`src/rtl/tt_compose_pkg.sv`:
```
package tt_compose_pkg;

  typedef enum logic [1:0] {
    OP_AND = 2'd0,
    OP_OR  = 2'd1,
    OP_XOR = 2'd2,
    OP_ADD = 2'd3
  } tt_op_e;

  // Eight-entry library tables indexed by {cin, b, a}
  localparam logic [7:0] LUT_AND   = 8'h88;
  localparam logic [7:0] LUT_OR    = 8'hEE;
  localparam logic [7:0] LUT_XOR   = 8'h66;
  localparam logic [7:0] LUT_SUM   = 8'h96;
  localparam logic [7:0] LUT_MAJ   = 8'hE8;
  localparam logic [7:0] LUT_ZERO  = 8'h00;

  function automatic logic [2:0] fn_lut_index(input logic a, input logic b, input logic c);
    return {c, b, a};
  endfunction

  function automatic logic [7:0] fn_main_lut(input tt_op_e op);
    case (op)
      OP_AND:  return LUT_AND;
      OP_OR:   return LUT_OR;
      OP_XOR:  return LUT_XOR;
      default: return LUT_SUM;
    endcase
  endfunction

  function automatic logic [7:0] fn_carry_lut(input tt_op_e op);
    return (op == OP_ADD) ? LUT_MAJ : LUT_ZERO;
  endfunction

  function automatic logic fn_adds_carry(input tt_op_e op);
    return op == OP_ADD;
  endfunction

endpackage

```
`src/rtl/tt_operand_src.sv`:
```
module tt_operand_src #(
  parameter int NVAR  = 6,
  parameter int DEPTH = 1 << NVAR,
  parameter int SEL_W = (NVAR > 1) ? $clog2(NVAR) : 1
) (
  input  logic             clk,
  input  logic             rst_n,
  input  logic             load,
  input  logic             in_direct,
  input  logic [SEL_W-1:0] in_sel,
  input  logic [DEPTH-1:0] in_table,
  input  logic [NVAR-1:0]  in_mask,
  input  logic [NVAR-1:0]  idx,
  output logic             op_bit,
  output logic [NVAR-1:0]  op_mask,
  output logic             op_sel_ok
);

  localparam logic [NVAR-1:0] ONE_HOT0 = {{(NVAR-1){1'b0}}, 1'b1};

  logic             direct_q;
  logic [SEL_W-1:0] sel_q;
  logic [DEPTH-1:0] table_q;
  logic [NVAR-1:0]  mask_q;
  logic             sel_in_range;

  always_ff @(posedge clk or negedge rst_n) begin
    if (!rst_n) begin
      direct_q <= 1'b0;
      sel_q    <= '0;
      table_q  <= '0;
      mask_q   <= '0;
    end else if (load) begin
      direct_q <= in_direct;
      sel_q    <= in_sel;
      table_q  <= in_table;
      mask_q   <= in_mask;
    end
  end

  assign sel_in_range = ({1'b0, sel_q} < (SEL_W+1)'(NVAR));
  assign op_sel_ok    = !direct_q || sel_in_range;

  always_comb begin
    op_bit  = 1'b0;
    op_mask = '0;
    if (direct_q) begin
      if (sel_in_range) begin
        op_bit  = idx[sel_q];
        op_mask = ONE_HOT0 << sel_q;
      end
    end else begin
      op_bit  = table_q[idx];
      op_mask = mask_q;
    end
  end

endmodule

```
`src/rtl/tt_op_library.sv`:
```
module tt_op_library
  import tt_compose_pkg::*;
(
  input  tt_op_e     op,
  input  logic       a_bit,
  input  logic       b_bit,
  input  logic       c_bit,
  output logic       main_bit,
  output logic       carry_bit,
  output logic       adds_carry
);

  logic [2:0] lut_idx;
  logic [7:0] main_lut;
  logic [7:0] carry_lut;

  assign lut_idx    = fn_lut_index(a_bit, b_bit, c_bit);
  assign main_lut   = fn_main_lut(op);
  assign carry_lut  = fn_carry_lut(op);
  assign adds_carry = fn_adds_carry(op);
  assign main_bit   = main_lut[lut_idx];
  assign carry_bit  = carry_lut[lut_idx];

endmodule

```
`src/rtl/tt_var_alloc.sv`:
```
module tt_var_alloc #(
  parameter int NVAR  = 6,
  parameter int CNT_W = $clog2(NVAR + 2),
  parameter int VAR_W = (NVAR > 1) ? $clog2(NVAR) : 1
) (
  input  logic [NVAR-1:0]  mask_a,
  input  logic [NVAR-1:0]  mask_b,
  input  logic             need_carry,
  output logic [NVAR-1:0]  out_mask,
  output logic [CNT_W-1:0] out_count,
  output logic [VAR_W-1:0] carry_var,
  output logic             carry_found,
  output logic             overflow
);

  logic [NVAR-1:0]  uni;
  logic [CNT_W-1:0] uni_count;

  assign uni = mask_a | mask_b;

  always_comb begin
    uni_count   = '0;
    carry_var   = '0;
    carry_found = 1'b0;
    for (int v = 0; v < NVAR; v++) begin
      uni_count = uni_count + CNT_W'(uni[v]);
    end
    for (int v = NVAR - 1; v >= 0; v--) begin
      if (!uni[v]) begin
        carry_var   = VAR_W'(v);
        carry_found = 1'b1;
      end
    end
  end

  always_comb begin
    out_mask = uni;
    if (need_carry && carry_found) out_mask[carry_var] = 1'b1;
  end

  assign out_count = uni_count + CNT_W'(need_carry);
  assign overflow  = need_carry && !carry_found;

endmodule

```
`src/rtl/tt_seq_ctrl.sv`:
```
module tt_seq_ctrl #(
  parameter int NVAR = 6
) (
  input  logic            clk,
  input  logic            rst_n,
  input  logic            start,
  output logic            load,
  output logic            busy,
  output logic            step_en,
  output logic            step_last,
  output logic [NVAR-1:0] idx,
  output logic            done
);

  localparam logic [NVAR-1:0] IDX_LAST = '1;

  assign load      = start && !busy;
  assign step_en   = busy;
  assign step_last = busy && (idx == IDX_LAST);

  always_ff @(posedge clk or negedge rst_n) begin
    if (!rst_n) begin
      busy <= 1'b0;
      idx  <= '0;
      done <= 1'b0;
    end else begin
      done <= 1'b0;
      if (load) begin
        busy <= 1'b1;
        idx  <= '0;
      end else if (busy) begin
        if (step_last) begin
          busy <= 1'b0;
          done <= 1'b1;
        end else begin
          idx <= idx + 1'b1;
        end
      end
    end
  end

endmodule

```
`src/rtl/tt_compose_engine.sv`:
```
module tt_compose_engine
  import tt_compose_pkg::*;
#(
  parameter int NVAR  = 6,
  parameter int DEPTH = 1 << NVAR,
  parameter int SEL_W = (NVAR > 1) ? $clog2(NVAR) : 1,
  parameter int CNT_W = $clog2(NVAR + 2)
) (
  input  logic             clk,
  input  logic             rst_n,
  input  logic             start,
  input  logic [1:0]       op_code,
  input  logic             a_direct,
  input  logic [SEL_W-1:0] a_sel,
  input  logic [DEPTH-1:0] a_table,
  input  logic [NVAR-1:0]  a_mask,
  input  logic             b_direct,
  input  logic [SEL_W-1:0] b_sel,
  input  logic [DEPTH-1:0] b_table,
  input  logic [NVAR-1:0]  b_mask,
  output logic             busy,
  output logic             done,
  output logic [DEPTH-1:0] res_table,
  output logic [DEPTH-1:0] res_carry_table,
  output logic [NVAR-1:0]  res_mask,
  output logic [CNT_W-1:0] res_count,
  output logic             res_has_carry,
  output logic             res_overflow,
  output logic             res_valid
);

  // Named internal events, visible to the bound checker
  logic            load;
  logic            step_en;
  logic            step_last;
  logic [NVAR-1:0] idx;

  tt_op_e op_q;

  logic [1:0]            opnd_direct [2];
  logic [SEL_W-1:0]      opnd_sel    [2];
  logic [DEPTH-1:0]      opnd_table  [2];
  logic [NVAR-1:0]       opnd_mask_i [2];
  logic [1:0]            opnd_bit;
  logic [NVAR-1:0]       opnd_mask   [2];
  logic [1:0]            opnd_ok;

  logic                  adds_carry;
  logic                  carry_found;
  logic [SEL_W-1:0]      carry_var;
  logic                  cin_bit;
  logic                  main_bit;
  logic                  carry_bit;

  tt_seq_ctrl #(.NVAR(NVAR)) u_ctrl (
    .clk       (clk),
    .rst_n     (rst_n),
    .start     (start),
    .load      (load),
    .busy      (busy),
    .step_en   (step_en),
    .step_last (step_last),
    .idx       (idx),
    .done      (done)
  );

  always_ff @(posedge clk or negedge rst_n) begin
    if (!rst_n)    op_q <= OP_AND;
    else if (load) op_q <= tt_op_e'(op_code);
  end

  assign opnd_direct[0] = {1'b0, a_direct};
  assign opnd_direct[1] = {1'b0, b_direct};
  assign opnd_sel[0]    = a_sel;
  assign opnd_sel[1]    = b_sel;
  assign opnd_table[0]  = a_table;
  assign opnd_table[1]  = b_table;
  assign opnd_mask_i[0] = a_mask;
  assign opnd_mask_i[1] = b_mask;

  for (genvar g = 0; g < 2; g++) begin : g_opnd
    tt_operand_src #(.NVAR(NVAR), .DEPTH(DEPTH), .SEL_W(SEL_W)) u_src (
      .clk       (clk),
      .rst_n     (rst_n),
      .load      (load),
      .in_direct (opnd_direct[g][0]),
      .in_sel    (opnd_sel[g]),
      .in_table  (opnd_table[g]),
      .in_mask   (opnd_mask_i[g]),
      .idx       (idx),
      .op_bit    (opnd_bit[g]),
      .op_mask   (opnd_mask[g]),
      .op_sel_ok (opnd_ok[g])
    );
  end

  tt_var_alloc #(.NVAR(NVAR), .CNT_W(CNT_W), .VAR_W(SEL_W)) u_alloc (
    .mask_a      (opnd_mask[0]),
    .mask_b      (opnd_mask[1]),
    .need_carry  (adds_carry),
    .out_mask    (res_mask),
    .out_count   (res_count),
    .carry_var   (carry_var),
    .carry_found (carry_found),
    .overflow    (res_overflow)
  );

  assign cin_bit = adds_carry && carry_found && idx[carry_var];

  tt_op_library u_lib (
    .op         (op_q),
    .a_bit      (opnd_bit[0]),
    .b_bit      (opnd_bit[1]),
    .c_bit      (cin_bit),
    .main_bit   (main_bit),
    .carry_bit  (carry_bit),
    .adds_carry (adds_carry)
  );

  assign res_has_carry = adds_carry;

  always_ff @(posedge clk or negedge rst_n) begin
    if (!rst_n) begin
      res_table       <= '0;
      res_carry_table <= '0;
      res_valid       <= 1'b0;
    end else if (load) begin
      res_table       <= '0;
      res_carry_table <= '0;
      res_valid       <= 1'b0;
    end else if (step_en) begin
      res_table[idx]       <= main_bit;
      res_carry_table[idx] <= carry_bit;
      if (step_last) res_valid <= !res_overflow && (&opnd_ok);
    end
  end

endmodule

```
`config.mk`:
```
export PLATFORM = sky130hd
export DESIGN_NAME = tt_compose_engine
export DESIGN_NICKNAME = d
export VERILOG_FILES = /design/src/rtl/tt_compose_pkg.sv /design/src/rtl/tt_operand_src.sv /design/src/rtl/tt_op_library.sv /design/src/rtl/tt_var_alloc.sv /design/src/rtl/tt_seq_ctrl.sv /design/src/rtl/tt_compose_engine.sv
export SDC_FILE = /design/constraint.sdc
export NUM_CORES = 1
export LEC_CHECK = 0
export BUFFER_PORTS_ARGS = -buffer_cell sky130_fd_sc_hd__buf_2
export CAP_MARGIN = 20
export CORE_MARGIN = 2
export CORE_UTILIZATION = 50
export CTS_CLUSTER_DIAMETER = 40
export DETAILED_ROUTE_END_ITERATION = 7
export GPL_TIMING_DRIVEN = 0
export HOLD_SLACK_MARGIN = 0.15
export PLACE_DENSITY = 0.88
export SYNTH_ARGS = -nofsm -noshare
export SYNTH_HDL_FRONTEND = slang
export SYNTH_HIERARCHICAL = 1
export SYNTH_SLANG_ARGS = --single-unit
```
`constraint.sdc`:
```
create_clock -name clk -period 3.4 [get_ports clk]
set_clock_uncertainty 0.15 [all_clocks]
set_input_delay 0.17 -clock clk [delete_from_list [all_inputs] [get_ports clk]]
set_output_delay 0.17 -clock clk [all_outputs]
set_load 0.01 [all_outputs]
```
==> run metrics <==
cell with the largest stage delay on the worst path fa_1; post-placement cell count 1777; most frequent cells after synthesis 287 x dfrtp_1, 149 x mux2i_1, 146 x mux2_2; HPWL after DPL 26220 um; sequential fraction of the synthesis area 51.08%; post-route fraction of the period consumed by the critical path 113.3%; CP peak stage delay 0.55 ns; synthesized area 14060 um^2; placed standard-cell area 16070 um^2; share of layout cells above drive strength 1 42.22%; Yosys cell types 69; violated checks setup timing; total net switching power 0.008706 W; peak supply drop 0.6782 mV; number of buffers and inverters on the critical path 5; total internal power 0.01397 W; CTS Root Buffer Type clkbuf_16; number of CTS-inserted buffers 43; endpoint type of the worst setup path output pin; Clk network pwr share 20.1%; x dimension of the die 171.7 um; vias in the first global route 12465; Leak 10.09 nW; ordered list of cells on the worst path buf_8, buf_12, mux2_4, nor2_4, fa_1, inv_1, fa_1, ha_2, inv_2, fa_2, xnor2_2, buf_2; category of the critical setup timing path reg2out; Setup WS post-layout -0.4538 ns; number of flops mapped to enable cells by yosys 0; most used flip-flop cell after synthesis dfrtp_1; fraction of synthesis flops using an asynchronous set or reset pin 100.0%; number of slew-limit violations in the final report 0; 1st-pass router iterations 7; Net Count, Synth 1268; pin count of the biggest net entering global routing 123; non-filler cells in the finished layout 2051; fmax 0.2595 GHz; RSZ-0062 raised after global routing yes; worst-margin pin slew 0.8368 ns; clock net sink count 287; final critical path time including I/O delays and setup 3.854 ns; y dimension of the die 171.7 um; first-pass GRT wire length 69860 um; critical path startpoint category flop; power density of the placed cells 1134 nW/um^2; final routed wire length divided by cell count 23.24 um; Critical Path Most Common Cell fa_1; Layout Cell Area excl Fill 20000 um^2; part of the power in registers 25.5%; total routed wirelength 47670 um; FF/Latch Area 7197 um^2; max capacitance violation total 0; initial core utilization 50.75%; remaining antenna violation count after routing 0; clock slew at the register clock pins of the worst setup and hold paths 0.05 ns; synthesized instance count 1103; Yosys top cell area share 51.08%; row cnt 61; area of the multi-input gates 6523 um^2; outcome complete, but fails checks; Slew headroom 43.98%; worst path required time 3.08 ns; deepest level of the CTS H-tree 2; average footprint of a synthesized cell 12.75 um^2; Filler cells 1714; initial antenna violation count 1; cell family contributing the most delay on the critical path adder cells; io pins 295; GPL Wtd Cong 0.8201; overall track demand over capacity in global routing 31.40%; 1st-iter DRT viols 928; top fanout value on the critical path 4; switching share of total power 38.38%; hold crit path type in2reg; flops & latches, synth 287; cell taking the most area after synthesis dfrtp_1; Fin. Hold Viols 0; CTS tree built; core area 27710 um^2; net total in the final layout 1804; post-detailed-route DRC marker count 0; arrival time of data at the critical path endpoint 3.53 ns; logic gate share of total power 54.5%; floorplan die area 29480 um^2; area growth from synthesis to layout 42.20%; clk buf depth 3; Warnings, synthesis 6; Vias 11656; count of input and output buffers 294; leading post-synthesis cells by cell area dfrtp_1 51%, mux2_2 12%, mux2i_1 11%; worst skew pair latency 0.54 ns; utilization of the core after routing 72.17%; via density per instance 5.683; Finish-stage setup viols 127; grt total ovfl 0; most frequent cell after synthesis dfrtp_1
## worst min-delay path: stages
cell,delay (ns)
dlygate4sd3_1,0.52
buf_2,0.09
nand2_1,0.04
o21ai_0,0.06
## worst paths after layout
kind,startpoint,to,cells past startpoint,slack (ns)
worst max-delay path,g_opnd[1].u_src/direct_q,res_count[2],12,-0.45
max in group asynchronous,rst_n,res_table[10],4,1.85
worst min register to register,g_opnd[0].u_src/table_q[49],g_opnd[0].u_src/table_q[49],1,0.35
worst min-delay path,b_mask[0],g_opnd[1].u_src/mask_q[0],4,0.24
min in group asynchronous,rst_n,g_opnd[0].u_src/mask_q[1],4,0.67
worst max register to register,u_ctrl/idx[0],res_table[7],16,-0.33
## routing by layer
metal	track usage, %	up-vias	share of wire (%)	wire [um]
met3	6.190	206	6.8	3231
met4	15.84	0	5.4	2586
met1	36.41	5847	37	17570
li1	-	4956	-	-
met2	55.33	647	51	24280
met5	0	-	0	0
## power by group through the flow
stage / Clock (W) / Sequential [W] / Combinational [W]
floorplan: 0 / 0.00558 / 0.00544
global placement: 0 / 0.00557 / 0.00788
detailed placement: 0 / 0.00566 / 0.00810
CTS: 0.00455 / 0.00564 / 0.0108
global route: 0.00475 / 0.00588 / 0.0129
finish: 0.00455 / 0.00577 / 0.0124
## per-stage QoR
stage	setup slack [ns]	hold WS (ns)	TNS, ns	total power (W)
2_1_floorplan	-0.02923	-0.2756	-1.169	0.01102
3_3_place_gp	-3.620	0.2331	-975.16	0.01345
3_5_place_dp	-0.8368	0.05905	-85.86	0.01377
4_1_cts	-0.4048	0.2308	-6.896	0.02099
5_1_grt	-0.5342	0.2580	-45.95	0.02357
6_report	-0.4538	0.2406	-28.22	0.02268
## layout by cell type, fill, tap and decap left out, types with 10 or more instances in the layout
master and n:
nand2b_1 133, mux2i_1 141, nor2_1 16, dlygate4sd3_1 153
buf_2 299, nand2_1 84, clkbuf_1 34, mux4_1 12
o21ai_0 14, buf_4 40, clkbuf_8 12, mux4_2 19
clkbuf_16 48, inv_1 24, dfrtp_1 275, buf_6 16
dfrtp_2 12, mux2_2 141, buf_8 10
## layout make-up
class / instances / share of cell area [%]
diodes: 1 / 0.01251
plain buffers: 79 / 3.392
clock buffers: 50 / 5.713
clock inverters: 28 / 1.627
inverters: 28 / 0.5256
multi-input cells: 705 / 32.62
flip-flops and latches: 287 / 35.99
well taps: 378 / 2.365
repair buffers: 495 / 17.75
## state kept, by name (all words and copies together) (netlist names)
register and flops:
g_opnd.u_src/table_q 128, u_ctrl/busy 1, res_valid 1, res_carry_table 64
res_table 64, u_ctrl/done 1, u_ctrl/idx 6, g_opnd.u_src/mask_q 12
g_opnd.u_src/direct_q 2, g_opnd.u_src/sel_q 6, op_q 2
## logic make-up after synthesis
family | share of synthesized area [%]
xor gates and xnor gates | 0.1246
DFF | 51.08
and+or+nand+nor | 12.33
adders and majority gates | 1.228
buffers and inverters | 4.271
muxes | 27.80
AOI/OAI and AO/OA | 3.168
## timing repair
action | in CTS | in global routing
gates cloned | 4 | 4
endpoints found under the setup margin | 131 | 131
hold buffers | 154 | 0
buffers inserted | 23 | 17
resized for setup | 101 | 45
hold endpoints to repair | 376 | 0
pin swaps | 13 | 11
No activity file was read; power rests on OpenSTA's default activity.
